--- src/rtl/clkgate_pkg.sv ---
package clkgate_pkg;

  typedef enum logic [1:0] {
    SEQ_RUN      = 2'd0,
    SEQ_STOPPING = 2'd1,
    SEQ_STOPPED  = 2'd2,
    SEQ_STARTING = 2'd3
  } seq_state_e;

  // counter width able to hold 0 .. n-1
  function automatic int unsigned cnt_width(input int unsigned n);
    return (n < 3) ? 1 : $clog2(n);
  endfunction

endpackage

--- src/rtl/clkgate_sync.sv ---
module clkgate_sync #(
  parameter int              W       = 2,
  parameter logic [W-1:0]    RST_VAL = '1
) (
  input  logic         clk,
  input  logic         rst,
  input  logic [W-1:0] d,
  output logic [W-1:0] q
);

  logic [W-1:0] meta_q;
  logic [W-1:0] stab_q;

  always_ff @(posedge clk) begin
    if (rst) begin
      meta_q <= RST_VAL;
      stab_q <= RST_VAL;
    end else begin
      meta_q <= d;
      stab_q <= meta_q;
    end
  end

  assign q = stab_q;

endmodule

--- src/rtl/clkgate_stop_seq.sv ---
module clkgate_stop_seq #(
  parameter int LAT = 2
) (
  input  logic clk,
  input  logic rst,
  input  logic stop_req,
  input  logic cpu_src,
  input  logic ref_src,
  output logic run_req
);
  import clkgate_pkg::*;

  localparam int unsigned CW = cnt_width(LAT);
  localparam logic [CW-1:0] LAST = CW'(LAT - 1);

  seq_state_e    state_q;
  logic [CW-1:0] cnt_q;
  logic          cpu_d_q;
  logic          ref_d_q;
  logic          cpu_rise;
  logic          ref_rise;

  assign cpu_rise = cpu_src & ~cpu_d_q;
  assign ref_rise = ref_src & ~ref_d_q;

  always_ff @(posedge clk) begin
    if (rst) begin
      state_q <= SEQ_RUN;
      cnt_q   <= '0;
      cpu_d_q <= 1'b0;
      ref_d_q <= 1'b0;
    end else begin
      cpu_d_q <= cpu_src;
      ref_d_q <= ref_src;
      case (state_q)
        SEQ_RUN: begin
          if (ref_rise && stop_req) begin
            state_q <= SEQ_STOPPING;
            cnt_q   <= '0;
          end
        end
        SEQ_STOPPING: begin
          if (!stop_req) begin
            state_q <= SEQ_RUN;
          end else if (cpu_rise) begin
            if (cnt_q == LAST) state_q <= SEQ_STOPPED;
            else               cnt_q   <= cnt_q + 1'b1;
          end
        end
        SEQ_STOPPED: begin
          if (ref_rise && !stop_req) begin
            state_q <= SEQ_STARTING;
            cnt_q   <= '0;
          end
        end
        default: begin
          if (stop_req) begin
            state_q <= SEQ_STOPPED;
          end else if (cpu_rise) begin
            if (cnt_q == LAST) state_q <= SEQ_RUN;
            else               cnt_q   <= cnt_q + 1'b1;
          end
        end
      endcase
    end
  end

  assign run_req = (state_q == SEQ_RUN) || (state_q == SEQ_STOPPING);

  // the processor clocks are only withdrawn while a stop is requested
  p_stop_needs_req_r4: assert property (@(posedge clk) disable iff (rst)
    $fell(run_req) |-> $past(stop_req));

  // the processor clocks only come back once the request is gone
  p_start_needs_release_r5: assert property (@(posedge clk) disable iff (rst)
    $rose(run_req) |-> !$past(stop_req));

endmodule

--- src/rtl/clkgate_gate.sv ---
module clkgate_gate (
  input  logic clk,
  input  logic rst,
  input  logic src,
  input  logic req,
  output logic clk_o,
  output logic on
);

  logic en_q;
  logic out_q;

  // the enable moves only in the low phase of the source
  always_ff @(posedge clk) begin
    if (rst) begin
      en_q  <= 1'b0;
      out_q <= 1'b0;
    end else begin
      if (!src) en_q <= req;
      out_q <= src & en_q;
    end
  end

  assign clk_o = out_q;
  assign on    = en_q;

  // output edges line up with source levels
  p_rise_with_src_r6: assert property (@(posedge clk) disable iff (rst)
    $rose(clk_o) |-> $past(src));

  p_fall_with_src_r6: assert property (@(posedge clk) disable iff (rst)
    $fell(clk_o) |-> !$past(src));

endmodule

--- src/rtl/clkgate_ctrl.sv ---
module clkgate_ctrl #(
  parameter int NP      = 8,
  parameter int PCI_IDX = 0,
  parameter int LAT     = 2
) (
  input  logic          clk,
  input  logic          rst,
  input  logic          cpu_stop_n,
  input  logic          pwr_dn_n,
  input  logic          cpu_en,
  input  logic          cs_en,
  input  logic [NP-1:0] periph_en,
  input  logic          cpu_src,
  input  logic [NP-1:0] periph_src,
  output logic          cpu_clk,
  output logic          cpu_cs_clk,
  output logic          cpu_clk_n,
  output logic          cpu_clk_n_oe,
  output logic [NP-1:0] periph_clk,
  output logic          osc_en
);

  localparam int NCTL = 2;

  logic [NCTL-1:0] ctl_s;
  logic            stop_req;
  logic            pd_req;
  logic            run_req;
  logic            cpu_on;
  logic            cs_on;
  logic [NP-1:0]   per_on;
  logic            comp_q;
  logic            oe_q;
  logic            osc_q;

  clkgate_sync #(.W(NCTL), .RST_VAL('1)) u_sync (
    .clk (clk),
    .rst (rst),
    .d   ({cpu_stop_n, pwr_dn_n}),
    .q   (ctl_s)
  );

  assign stop_req = ~ctl_s[1];
  assign pd_req   = ~ctl_s[0];

  clkgate_stop_seq #(.LAT(LAT)) u_seq (
    .clk      (clk),
    .rst      (rst),
    .stop_req (stop_req),
    .cpu_src  (cpu_src),
    .ref_src  (periph_src[PCI_IDX]),
    .run_req  (run_req)
  );

  clkgate_gate u_cpu (
    .clk   (clk),
    .rst   (rst),
    .src   (cpu_src),
    .req   (run_req & cpu_en & ~pd_req),
    .clk_o (cpu_clk),
    .on    (cpu_on)
  );

  clkgate_gate u_cs (
    .clk   (clk),
    .rst   (rst),
    .src   (cpu_src),
    .req   (run_req & cs_en & ~pd_req),
    .clk_o (cpu_cs_clk),
    .on    (cs_on)
  );

  for (genvar g = 0; g < NP; g++) begin : g_per
    clkgate_gate u_per (
      .clk   (clk),
      .rst   (rst),
      .src   (periph_src[g]),
      .req   (periph_en[g] & ~pd_req),
      .clk_o (periph_clk[g]),
      .on    (per_on[g])
    );
  end

  // complementary output shares the processor gate's enable
  always_ff @(posedge clk) begin
    if (rst) begin
      comp_q <= 1'b0;
      oe_q   <= 1'b0;
      osc_q  <= 1'b1;
    end else begin
      comp_q <= ~cpu_src & cpu_on;
      oe_q   <= cpu_on;
      osc_q  <= !(pd_req && !(cpu_on || cs_on || (|per_on)));
    end
  end

  assign cpu_clk_n    = comp_q;
  assign cpu_clk_n_oe = oe_q;
  assign osc_en       = osc_q;

  // driven complement is always the inverse of the true output
  p_comp_inverse_r7: assert property (@(posedge clk) disable iff (rst)
    cpu_clk_n_oe |-> (cpu_clk_n != cpu_clk));

  // sources are only released once everything is quiet
  p_quiet_when_off_r8: assert property (@(posedge clk) disable iff (rst)
    !osc_en |-> (!cpu_clk && !cpu_cs_clk && !cpu_clk_n_oe && (periph_clk == '0)));

  // a stopped processor pair never drives the complement
  p_pair_off_r3: assert property (@(posedge clk) disable iff (rst)
    (!cpu_clk_n_oe && $past(!cpu_clk_n_oe)) |-> !cpu_clk);

endmodule

--- config.mk ---
export PLATFORM = sky130hd
export DESIGN_NAME = clkgate_ctrl
export DESIGN_NICKNAME = d
export VERILOG_FILES = /design/src/rtl/clkgate_pkg.sv /design/src/rtl/clkgate_sync.sv /design/src/rtl/clkgate_stop_seq.sv /design/src/rtl/clkgate_gate.sv /design/src/rtl/clkgate_ctrl.sv
export SDC_FILE = /design/constraint.sdc
export NUM_CORES = 1
export LEC_CHECK = 0
export BUFFER_PORTS_ARGS = -buffer_cell sky130_fd_sc_hd__buf_2
export CAP_MARGIN = 20
export CORE_ASPECT_RATIO = 0.8
export CORE_MARGIN = 2
export CORE_UTILIZATION = 54
export CTS_BUF_LIST = sky130_fd_sc_hd__clkbuf_2
export DETAILED_ROUTE_END_ITERATION = 7
export GPL_ROUTABILITY_DRIVEN = 0
export PLACE_DENSITY = 0.85
export SKIP_LAST_GASP = 1
export SLEW_MARGIN = 20
export SYNTH_ARGS = -nofsm -noshare
export SYNTH_HDL_FRONTEND = slang
export SYNTH_SLANG_ARGS = --single-unit
--- constraint.sdc ---
create_clock -name clk -period 2 [get_ports clk]
set_clock_uncertainty 0.1 [all_clocks]
set_input_delay 0.1 -clock clk [delete_from_list [all_inputs] [get_ports clk]]
set_output_delay 0.1 -clock clk [all_outputs]
set_load 0.01 [all_outputs]
==> results of run 1 <==
## final timing paths
check,end,slack [ps],depth (start not counted)
worst max-delay path,g_per[0].u_per.on$_SDFFE_PP0N_,410,3
worst min register to register,u_sync.q[1]$_SDFF_PP1_,330,1
worst min-delay path,g_per[4].u_per.clk_o$_SDFF_PP0_,90,2
worst max register to register,g_per[0].u_per.on$_SDFFE_PP0N_,410,3
## power breakdown
group          switching (mW)  internal, mW  total (mW)
Combinational          0.0447        0.0658       0.110
Sequential             0.0135         0.661       0.674
Clock                   0.199        0.0721       0.271
Total                   0.257         0.798        1.06
## critical path, cell delays in order (launching register included)
cell and delay, ps:
sky130_fd_sc_hd__dfxtp_1 600, sky130_fd_sc_hd__nand3b_1 110, sky130_fd_sc_hd__dlygate4sd3_1 570, sky130_fd_sc_hd__a21oi_1 140
## cells in the final DEF (no fill, tap or decap)
cell type / instances
sky130_fd_sc_hd__o31ai_1: 1
sky130_fd_sc_hd__clkinv_1: 2
sky130_fd_sc_hd__buf_2: 35
sky130_fd_sc_hd__a311o_1: 1
sky130_fd_sc_hd__nand2_1: 9
sky130_fd_sc_hd__a21oi_1: 10
sky130_fd_sc_hd__and2_1: 4
sky130_fd_sc_hd__nor2b_1: 2
sky130_fd_sc_hd__nand3b_1: 8
sky130_fd_sc_hd__dlygate4sd3_1: 21
sky130_fd_sc_hd__and4bb_2: 2
sky130_fd_sc_hd__nor4_1: 3
sky130_fd_sc_hd__a211oi_1: 1
sky130_fd_sc_hd__dfxtp_1: 32
sky130_fd_sc_hd__nor3_1: 1
sky130_fd_sc_hd__nor2_1: 12
sky130_fd_sc_hd__nand3_1: 2
sky130_fd_sc_hd__clkbuf_2: 5
sky130_fd_sc_hd__inv_1: 2
sky130_fd_sc_hd__or2_2: 4
sky130_fd_sc_hd__and4b_1: 1
sky130_fd_sc_hd__xnor2_1: 1
sky130_fd_sc_hd__o41ai_2: 1
## final cells by class
cell class	instances	share of cell area [%]
multi-input cells	63	25.3
inverters	2	0.512
flip-flops and latches	32	43.7
well taps	24	2.05
clock inverters	2	0.512
clock buffers	5	1.71
repair buffers	56	26.3
## synth_stat cells, drive strengths merged
cell    number  share of area (%)
a211oi       1               0.68
or2          4                2.3
nor2b        2                1.1
nor3         1               0.45
xnor2        1               0.79
o31ai        1               0.68
and2         4                2.3
nand3b       8                5.4
a21oi       10                4.5
nor2        12                4.1
nor4         3                1.7
nand3        2               0.91
dfxtp       32                 58
o41ai        1                1.5
nand2        9                3.1
a311o        1               0.91
inv          2               0.68
and4bb       2                2.3
and4b        1               0.91
buf         12                7.8
## stage by stage
| step | cell area [um2] | power [mW] | utilization (%) | setup slack [ps] |
|---|---|---|---|---|
| after floorplan | 1100 | 0.733 | - | 984 |
| after global placement | 1220 | 0.760 | 64.1 | 949 |
| after detailed placement | 1220 | 0.763 | 64.1 | 881 |
| after CTS | 1470 | 1.06 | 76.8 | 458 |
| after global routing | 1470 | 1.10 | 76.8 | 331 |
| final | 1470 | 1.06 | 76.8 | 409 |
## flip-flops by register name (all words and copies together) (netlist names), 2 cells and up, named ones only
signal,count
g_per.u_per.on,8
u_sync.q,2
u_sync.meta_q,2
g_per.u_per.clk_o,8
## cells by family after synthesis
family                    share of synthesized area [%]
AOI/OAI and AO/OA                                  8.27
xor gates and xnor gates                          0.793
buffers and inverters                              8.49
DFF                                                58.0
and+or+nand+nor                                    24.5
## routing by layer
metal,GRT usage (%),vias up,part of all wire (%),routed length (um)
met5,0,-,0,0
met3,8.45,9,4.9,117
li1,-,461,-,-
met4,10.5,0,2.2,53
met1,26.6,431,41,983
met2,40.0,30,51,1220
==> results.md, run 1 <==
### Cells and area
* share of final-layout standard cells stronger than drive strength 1: 29.4%
* final standard cell count with taps included and fillers excluded: 184
* Final #Nets: 183
* register cell area after layout: 641 um2
* number of fill cells: 134
* Diodes inserted: 0
* footprint of the multi-input gates: 370 um2
* synth-to-layout area growth: 32.7%

### Die
* DIE HEIGHT: 44.5 um
* Boundary Pins: 36
* count of standard-cell rows: 14
* full die area: 2430 um2
* CORE AREA: 1910 um2
* width of the die: 54.6 um
* initial core utilization: 57.9%

### Global route
* overflow left after global routing: 0
* maximum number of pins on one net before global-route repair: 30
* GRT Total Usage: 23.7%
* wire length of the first global-routing pass: 3840 um
* number of global-route vias before repair: 872
* initial antenna violation count: 0

### Pwr
* power density relative to cell area: 720 nW/um2
* worst IR drop on VDD: 569 uV
* standby leakage power: 0.649 nW

### Clock tree
* clock tree from TritonCTS: built
* largest buffer count on any clock path: 2
* clock net sink count: 32
* buffers inserted during post-CTS setup optimization: 0
* CTS H-tree depth: 2
* clock latency of the later-clocked register in the worst-skew pair: 340 ps
* root buffer cell: sky130_fd_sc_hd__clkbuf_2
* Worst-path clk slew: 160 ps
* TritonCTS Buffers: 5
* cells resized by post-CTS repair: 0
* hold_buf cts: 21

### Synthesis
* post-synth net total: 132
* portion of the post-synthesis area used by sequential elements: 58.0%
* count of distinct cell types in the synthesized netlist: 22
* YS warnings: 0
* Cells after Synth: 109
* flop and latch count out of synthesis: 32
* per-instance average area after synthesis: 10.1 um2
* post-synthesis cell area: 1100 um2

### Critical path
* CP Data Required Time: 2180 ps
* critical path startpoint category: flop
* Worst Path Arrival: 1780 ps
* type of element capturing the critical path: flop
* startpoint of the worst-slack reg-to-reg timing path: u_sync.q[0]$_SDFF_PP1_
* launch point of the worst path: u_sync.q[0]$_SDFF_PP1_
* crit path kind: reg2reg
* top fanout value on the critical path: 11

### Drt
* initial DRC count: 24
* Via Count: 931
* Post-Route WL: 2370 um
* 1st-pass router iterations: 4
* count of antenna-violating nets left after detailed routing: 0
* WL/cell: 12.9 um
* via density per instance: 5.06
* detailed-route DRC error count: 0

### STA
* Period Utilization, post-route: 79.5%
* Sum Neg Setup Slack: 0 ps
* number of setup violations in the final report: 0
* pin slew with the least headroom to its limit: 486 ps
* Peak Freq: 629 MHz
* RSZ-0062 raised after global routing: false
* post-layout min period: 1590 ps
* final hold viol count: 0
* worst hold margin: 87.5 ps
* relative slew slack: 67.6%
* count of pins over their slew limit: 0

### Placement
* final HPWL from detailed placement: 1390 um
* Buffers on Ports: 35
* # placed instances: 156

### Worst hold path
* hold path startpoint: rst
* class of the tightest hold or removal check: in2reg

### Flow run
* max_cap viols: 0

### Status
* run status: complete, no violations

Note: power is estimated with default switching activity, not from simulation.
==> run 2: changes to the inputs <==
CORE_UTILIZATION = 51   (was 54)
PLACE_DENSITY = 0.81   (was 0.85)
clock period = 1.5 ns   (was 2 ns; I/O delays follow)
==> run 2 against run 1 <==
Compared with the run above:
- register-to-register slack got worse by 50 ps
- via count decreased by 3.2%
- hold slack got worse by 52 ps
- highest routed layer unchanged
- critical path depth unchanged
- cell area fell by 0.85%
- utilization down 7.6 points
- critical endpoint is now u_cs.on$_SDFFE_PP0N_
- largest power group unchanged
- critical path type unchanged
- fmax increased by 39%
- largest cell class unchanged
- sequential cell count is the same
==> results.md, run 2 (synthesized netlist as in run 1, its figures left out) <==
### Cells and area
* core occupancy in the finished layout: 69.2%, -7.6 points
* number of fill cells: 163, +22%
* synth-to-layout area growth: 31.6%
* share of final-layout standard cells stronger than drive strength 1: 30.8%, +1.4 points
* Diodes inserted: 0, unchanged
* most used cells in the layout excluding fill and tap cells: 35 x sky130_fd_sc_hd__buf_2, 32 x sky130_fd_sc_hd__dfxtp_1, 19 x sky130_fd_sc_hd__dlygate4sd3_1
* Final #Nets: 181, -1.1%
* most common library cell in the layout ignoring fill and taps: sky130_fd_sc_hd__buf_2

### Drt
* detailed-route DRC error count: 0, unchanged
* 1st-pass router iterations: 4, unchanged
* initial DRC count: 11, -54%
* Post-Route WL: 2100 um, -11%
* WL/cell: 11.4 um, -11%
* Via Count: 901, -3.2%
* count of antenna-violating nets left after detailed routing: 0, unchanged
* via density per instance: 4.90, -3.2%

### STA
* final hold viol count: 0, unchanged
* pin slew with the least headroom to its limit: 478 ps, -7.55 ps
* Peak Freq: 877 MHz, +39%
* RSZ-0062 raised after global routing: false
* Period Utilization, post-route: 76.0%, -3.5 points
* relative slew slack: 68.1%, +0.50 points
* count of pins over their slew limit: 0, unchanged
* number of setup violations in the final report: 0, unchanged
* Sum Neg Setup Slack: 0 ps, unchanged
* post-layout min period: 1140 ps, -450 ps

### Pwr
* worst IR drop on VDD: 667 uV, +17%
* standby leakage power: 0.650 nW, +0.16%
* power density relative to cell area: 980 nW/um2, +36%

### Placement
* final HPWL from detailed placement: 1310 um, -6.1%
* Buffers on Ports: 35, unchanged

### Die
* full die area: 2560 um2, +5.4%
* DIE HEIGHT: 45.6 um, +2.6%
* initial core utilization: 52.6%, -5.3 points
* CORE AREA: 2100 um2, +10%
* Boundary Pins: 36, unchanged
* count of standard-cell rows: 15, +1
* width of the die: 56.0 um, +2.7%

### Clock tree
* hold_buf cts: 19, -9.5%
* clock tree from TritonCTS: built
* cells resized by post-CTS repair: 0, unchanged
* root buffer cell: sky130_fd_sc_hd__clkbuf_2
* clock net sink count: 32, unchanged
* TritonCTS Buffers: 5, unchanged
* largest buffer count on any clock path: 2, unchanged
* buffers inserted during post-CTS setup optimization: 0, unchanged
* clock latency of the later-clocked register in the worst-skew pair: 370 ps, +30 ps
* Worst-path clk slew: 160 ps, about the same
* CTS H-tree depth: 2, unchanged

### Critical path
* cell family with the largest share of critical-path delay: flip-flops
* critical path startpoint category: flop
* type of element capturing the critical path: flop
* crit path kind: reg2reg
* Worst Path Arrival: 1350 ps, -430 ps
* reg-to-reg setup timing slack: 360 ps, -50 ps
* CP Data Required Time: 1710 ps, -470 ps
* slowest cell on the critical path: sky130_fd_sc_hd__dfxtp_1
* top fanout value on the critical path: 11, unchanged
* delay of the slowest critical-path stage: 570 ps, -30 ps
* series of cell instances along the critical path: and4bb_2 -> a21oi_1 -> nor2_1
* WP buf/inv: 0, -1

### Global route
* maximum number of pins on one net before global-route repair: 30, unchanged
* GRT Total Usage: 18.7%, -5.0 points
* number of global-route vias before repair: 892, +2.3%
* overflow left after global routing: 0, unchanged
* wire length of the first global-routing pass: 3520 um, -8.4%
* initial antenna violation count: 0, unchanged

### Flow run
* max_cap viols: 0, unchanged

### Status
* run status: complete, no violations

### Worst hold path
* class of the tightest hold or removal check: in2reg

run 2: changes by cell type in the layout (fill, tap and decap cells not counted), sizes merged:
cell         before  now
dlygate4sd3      21   19
clkinv            2    3
run 2: worst paths after layout:
kind	start	end	depth (start not counted)
worst max-delay path	u_sync.q[0]$_SDFF_PP1_	u_cs.on$_SDFFE_PP0N_	3
worst min-delay path	rst	g_per[7].u_per.clk_o$_SDFF_PP0_	2
worst max register to register	u_sync.q[0]$_SDFF_PP1_	u_cs.on$_SDFFE_PP0N_	3
worst min register to register	u_sync.meta_q[0]$_SDFF_PP1_	u_sync.q[0]$_SDFF_PP1_	1
run 2: layout make-up:
cell class	count	area, um2	area share, %
timing repair buffer	54	365	25.1
tap	25	31.3	2.15
multi-input combinational	63	370	25.5
clock inverter	3	13.8	0.947
inverter	2	7.51	0.516
clock buffer	5	25.0	1.72
sequential	32	641	44.1
run 2: metrics by stage:
stage	cell area (um2)	worst slack [ps]	cells	hold slack (ps)	power [mW]
final	1450	360	184	35.3	1.43
after CTS	1450	362	184	26.2	1.43
after global placement	1220	441	157	158	1.01
after global routing	1450	259	184	51.8	1.49
after detailed placement	1220	410	157	160	1.02
after floorplan	1100	484	109	65.5	0.977
run 2: metal layers:
metal	global-route usage, %	vias up	routed length, um
met4	15.7	0	81
met1	20.5	401	841
met5	0	-	0
met3	5.40	8	109
li1	-	458	-
met2	30.8	34	1070
run 2: power breakdown:
group,total (mW),internal (mW),switching [mW]
sequential,0.898,0.881,0.0167
clock,0.387,0.104,0.283
combinational,0.141,0.0841,0.0565
==> run 3: changes to the inputs <==
CORE_UTILIZATION = 46   (was 51)
PLACE_DENSITY = 0.77   (was 0.81)
clock period = 1 ns   (was 1.5 ns; I/O delays follow)
==> run 3 against run 2 <==
Compared with the run above:
- the flow now finishes with violations (design-rule violations, negative hold slack, negative setup slack)
- global-route usage decreased by 0.68 points
- sequential cell count unchanged
- register-to-register slack got worse by 390 ps
==> results.md, run 3 (synthesized netlist as in run 1, its figures left out) <==
### Critical path
* top fanout value on the critical path: 3, -8
* type of element capturing the critical path: flop
* crit path kind: reg2reg
* critical path startpoint category: flop
* Worst Path Arrival: 1230 ps, -120 ps
* CP Data Required Time: 1200 ps, -510 ps

### STA
* RSZ-0062 raised after global routing: true
* count of pins over their slew limit: 0, unchanged
* final hold viol count: 6, +6
* relative slew slack: 74.8%, +6.7 points
* Peak Freq: 970 MHz, +11%
* worst hold margin: -43.3 ps, -78.6 ps
* pin slew with the least headroom to its limit: 378 ps, -100 ps
* setup slack of the critical path after layout: -31.1 ps, -391 ps
* Period Utilization, post-route: 103%, +27 points
* number of setup violations in the final report: 5, +5
* post-layout min period: 1030 ps, -109 ps

### Global route
* GRT Total Usage: 18.0%, -0.68 points
* initial antenna violation count: 0, unchanged
* overflow left after global routing: 0, unchanged
* number of global-route vias before repair: 841, -5.7%
* maximum number of pins on one net before global-route repair: 21, -30%
* wire length of the first global-routing pass: 3460 um, -1.8%

### Status
* run status: finished with violations
* failing checks: design-rule violations, negative hold slack, negative setup slack

### Drt
* Post-Route WL: 2380 um, +13%
* via density per instance: 4.84, -1.2%
* 1st-pass router iterations: 6, +2
* WL/cell: 12.6 um, +10%
* initial DRC count: 24, +13
* detailed-route DRC error count: 4, +4
* Via Count: 914, +1.4%
* count of antenna-violating nets left after detailed routing: 0, unchanged

### Flow run
* max_cap viols: 0, unchanged

### Cells and area
* post-route design area: 1580 um2, +8.6%
* footprint of the multi-input gates: 395 um2, +6.8%
* share of final-layout standard cells stronger than drive strength 1: 40.2%, +9.4 points
* core occupancy in the finished layout: 71.3%, +2.1 points
* most common library cell in the layout ignoring fill and taps: sky130_fd_sc_hd__buf_2
* most used cells in the layout excluding fill and tap cells: 31 x sky130_fd_sc_hd__buf_2, 23 x sky130_fd_sc_hd__dfxtp_1, 19 x sky130_fd_sc_hd__dlygate4sd3_1
* Final #Nets: 186, +2.8%
* number of fill cells: 167, +2.5%
* Diodes inserted: 0, unchanged
* register cell area after layout: 654 um2, +2.1%
* synth-to-layout area growth: 42.9%

### Placement
* Buffers on Ports: 35, unchanged
* placed standard-cell area: 1260 um2, +3.1%
* final HPWL from detailed placement: 1470 um, +13%

### Clock tree
* root buffer cell: sky130_fd_sc_hd__clkbuf_2
* clock net sink count: 32, unchanged
* hold_buf cts: 19, unchanged
* largest buffer count on any clock path: 2, unchanged
* clock tree from TritonCTS: built
* TritonCTS Buffers: 5, unchanged
* CTS H-tree depth: 2, unchanged
* Worst-path clk slew: 160 ps, about the same
* clock latency of the later-clocked register in the worst-skew pair: 380 ps, about the same

### Pwr
* Net Switching: 0.558 mW, +57%
* share of power burned in the clock network: 34.7%, +7.5 points
* Power Internal: 1.87 mW, +75%
* switching share of power: 23.0%, -2.0 points
* combinational share of power: 9.8%, about the same
* power density relative to cell area: 1540 nW/um2, +57%
* worst IR drop on VDD: 793 uV, +19%
* power after layout: 2.43 mW, +71%
* standby leakage power: 0.699 nW, +7.6%
* sequential share of power: 55.4%, -7.6 points

### Die
* CORE AREA: 2210 um2, +5.4%
* width of the die: 58.8 um, +4.9%
* count of standard-cell rows: 15, unchanged
* Boundary Pins: 36, unchanged
* full die area: 2810 um2, +10%
* initial core utilization: 49.9%, -2.7 points
* DIE HEIGHT: 47.8 um, +4.8%

### Worst hold path
* class of the tightest hold or removal check: in2reg

[run 3: final timing paths]
check	end	cells after the start	slack (ps)	from
hold reg to reg	u_sync.q[0]$_SDFF_PP1_	1	330	u_sync.meta_q[0]$_SDFF_PP1_
setup / recovery	u_seq.cnt_q$_SDFFE_PP0P_	3	-30	u_seq.state_q[0]$_SDFFE_PP0P_
hold / removal	u_cpu.on$_SDFFE_PP0N_	2	-40	rst
setup reg to reg	u_seq.cnt_q$_SDFFE_PP0P_	3	-30	u_seq.state_q[0]$_SDFFE_PP0P_
[run 3: cell type report]
class                           instances  share of cell area [%]
Multi-Input combinational cell         63                    25.0
Sequential cell                        32                    41.4
Timing Repair Buffer                   59                    27.1
Tap cell                               25                    1.98
Inverter                                2                   0.475
Clock buffer                            5                    1.58
Clock inverter                          3                    2.38
[run 3: power by group through the flow]
stage | logic [mW] | registers, mW | clock network [mW]
after floorplan | 0.0992 | 1.37 | 0
after detailed placement | 0.171 | 1.37 | 0
after global routing | 0.260 | 1.35 | 0.916
after CTS | 0.229 | 1.34 | 0.853
after global placement | 0.164 | 1.37 | 0
final | 0.239 | 1.35 | 0.845
[run 3: metal layers]
| layer | vias to the layer above | part of all wire [%] | track usage [%] |
|---|---|---|---|
| met2 | 22 | 52 | 30.9 |
| met4 | 0 | 2.7 | 12.3 |
| met3 | 8 | 4.7 | 5.68 |
| met5 | - | 0 | 0 |
| li1 | 470 | - | - |
| met1 | 414 | 40 | 19.7 |
[run 3: repair_timing]
action | 4_1_cts | 5_1_grt
hold endpoints to repair | 26 | 6
buffers inserted | 0 | 0
endpoints found under the setup margin | 6 | 25
pin swaps | 1 | 1
resized for setup | 6 | 12
[run 3: critical path, cell delays in order, from the launching register on]
cell,delay (ps)
sky130_fd_sc_hd__dfxtp_2,380
sky130_fd_sc_hd__nor2_1,60
sky130_fd_sc_hd__a311o_1,360
sky130_fd_sc_hd__o41ai_2,50
[run 3: through the flow]
step / TNS [ps] / hold slack, ps / cells / setup slack, ps
after CTS: -136 / -67.7 / 189 / -50.4
after floorplan: -1.88 / 40.5 / 109 / -1.88
after global routing: -639 / -37.3 / 189 / -110
after global placement: -44.8 / 133 / 162 / -33.6
final: -75.7 / -43.3 / 189 / -31.1
after detailed placement: -219 / 136 / 162 / -90.3
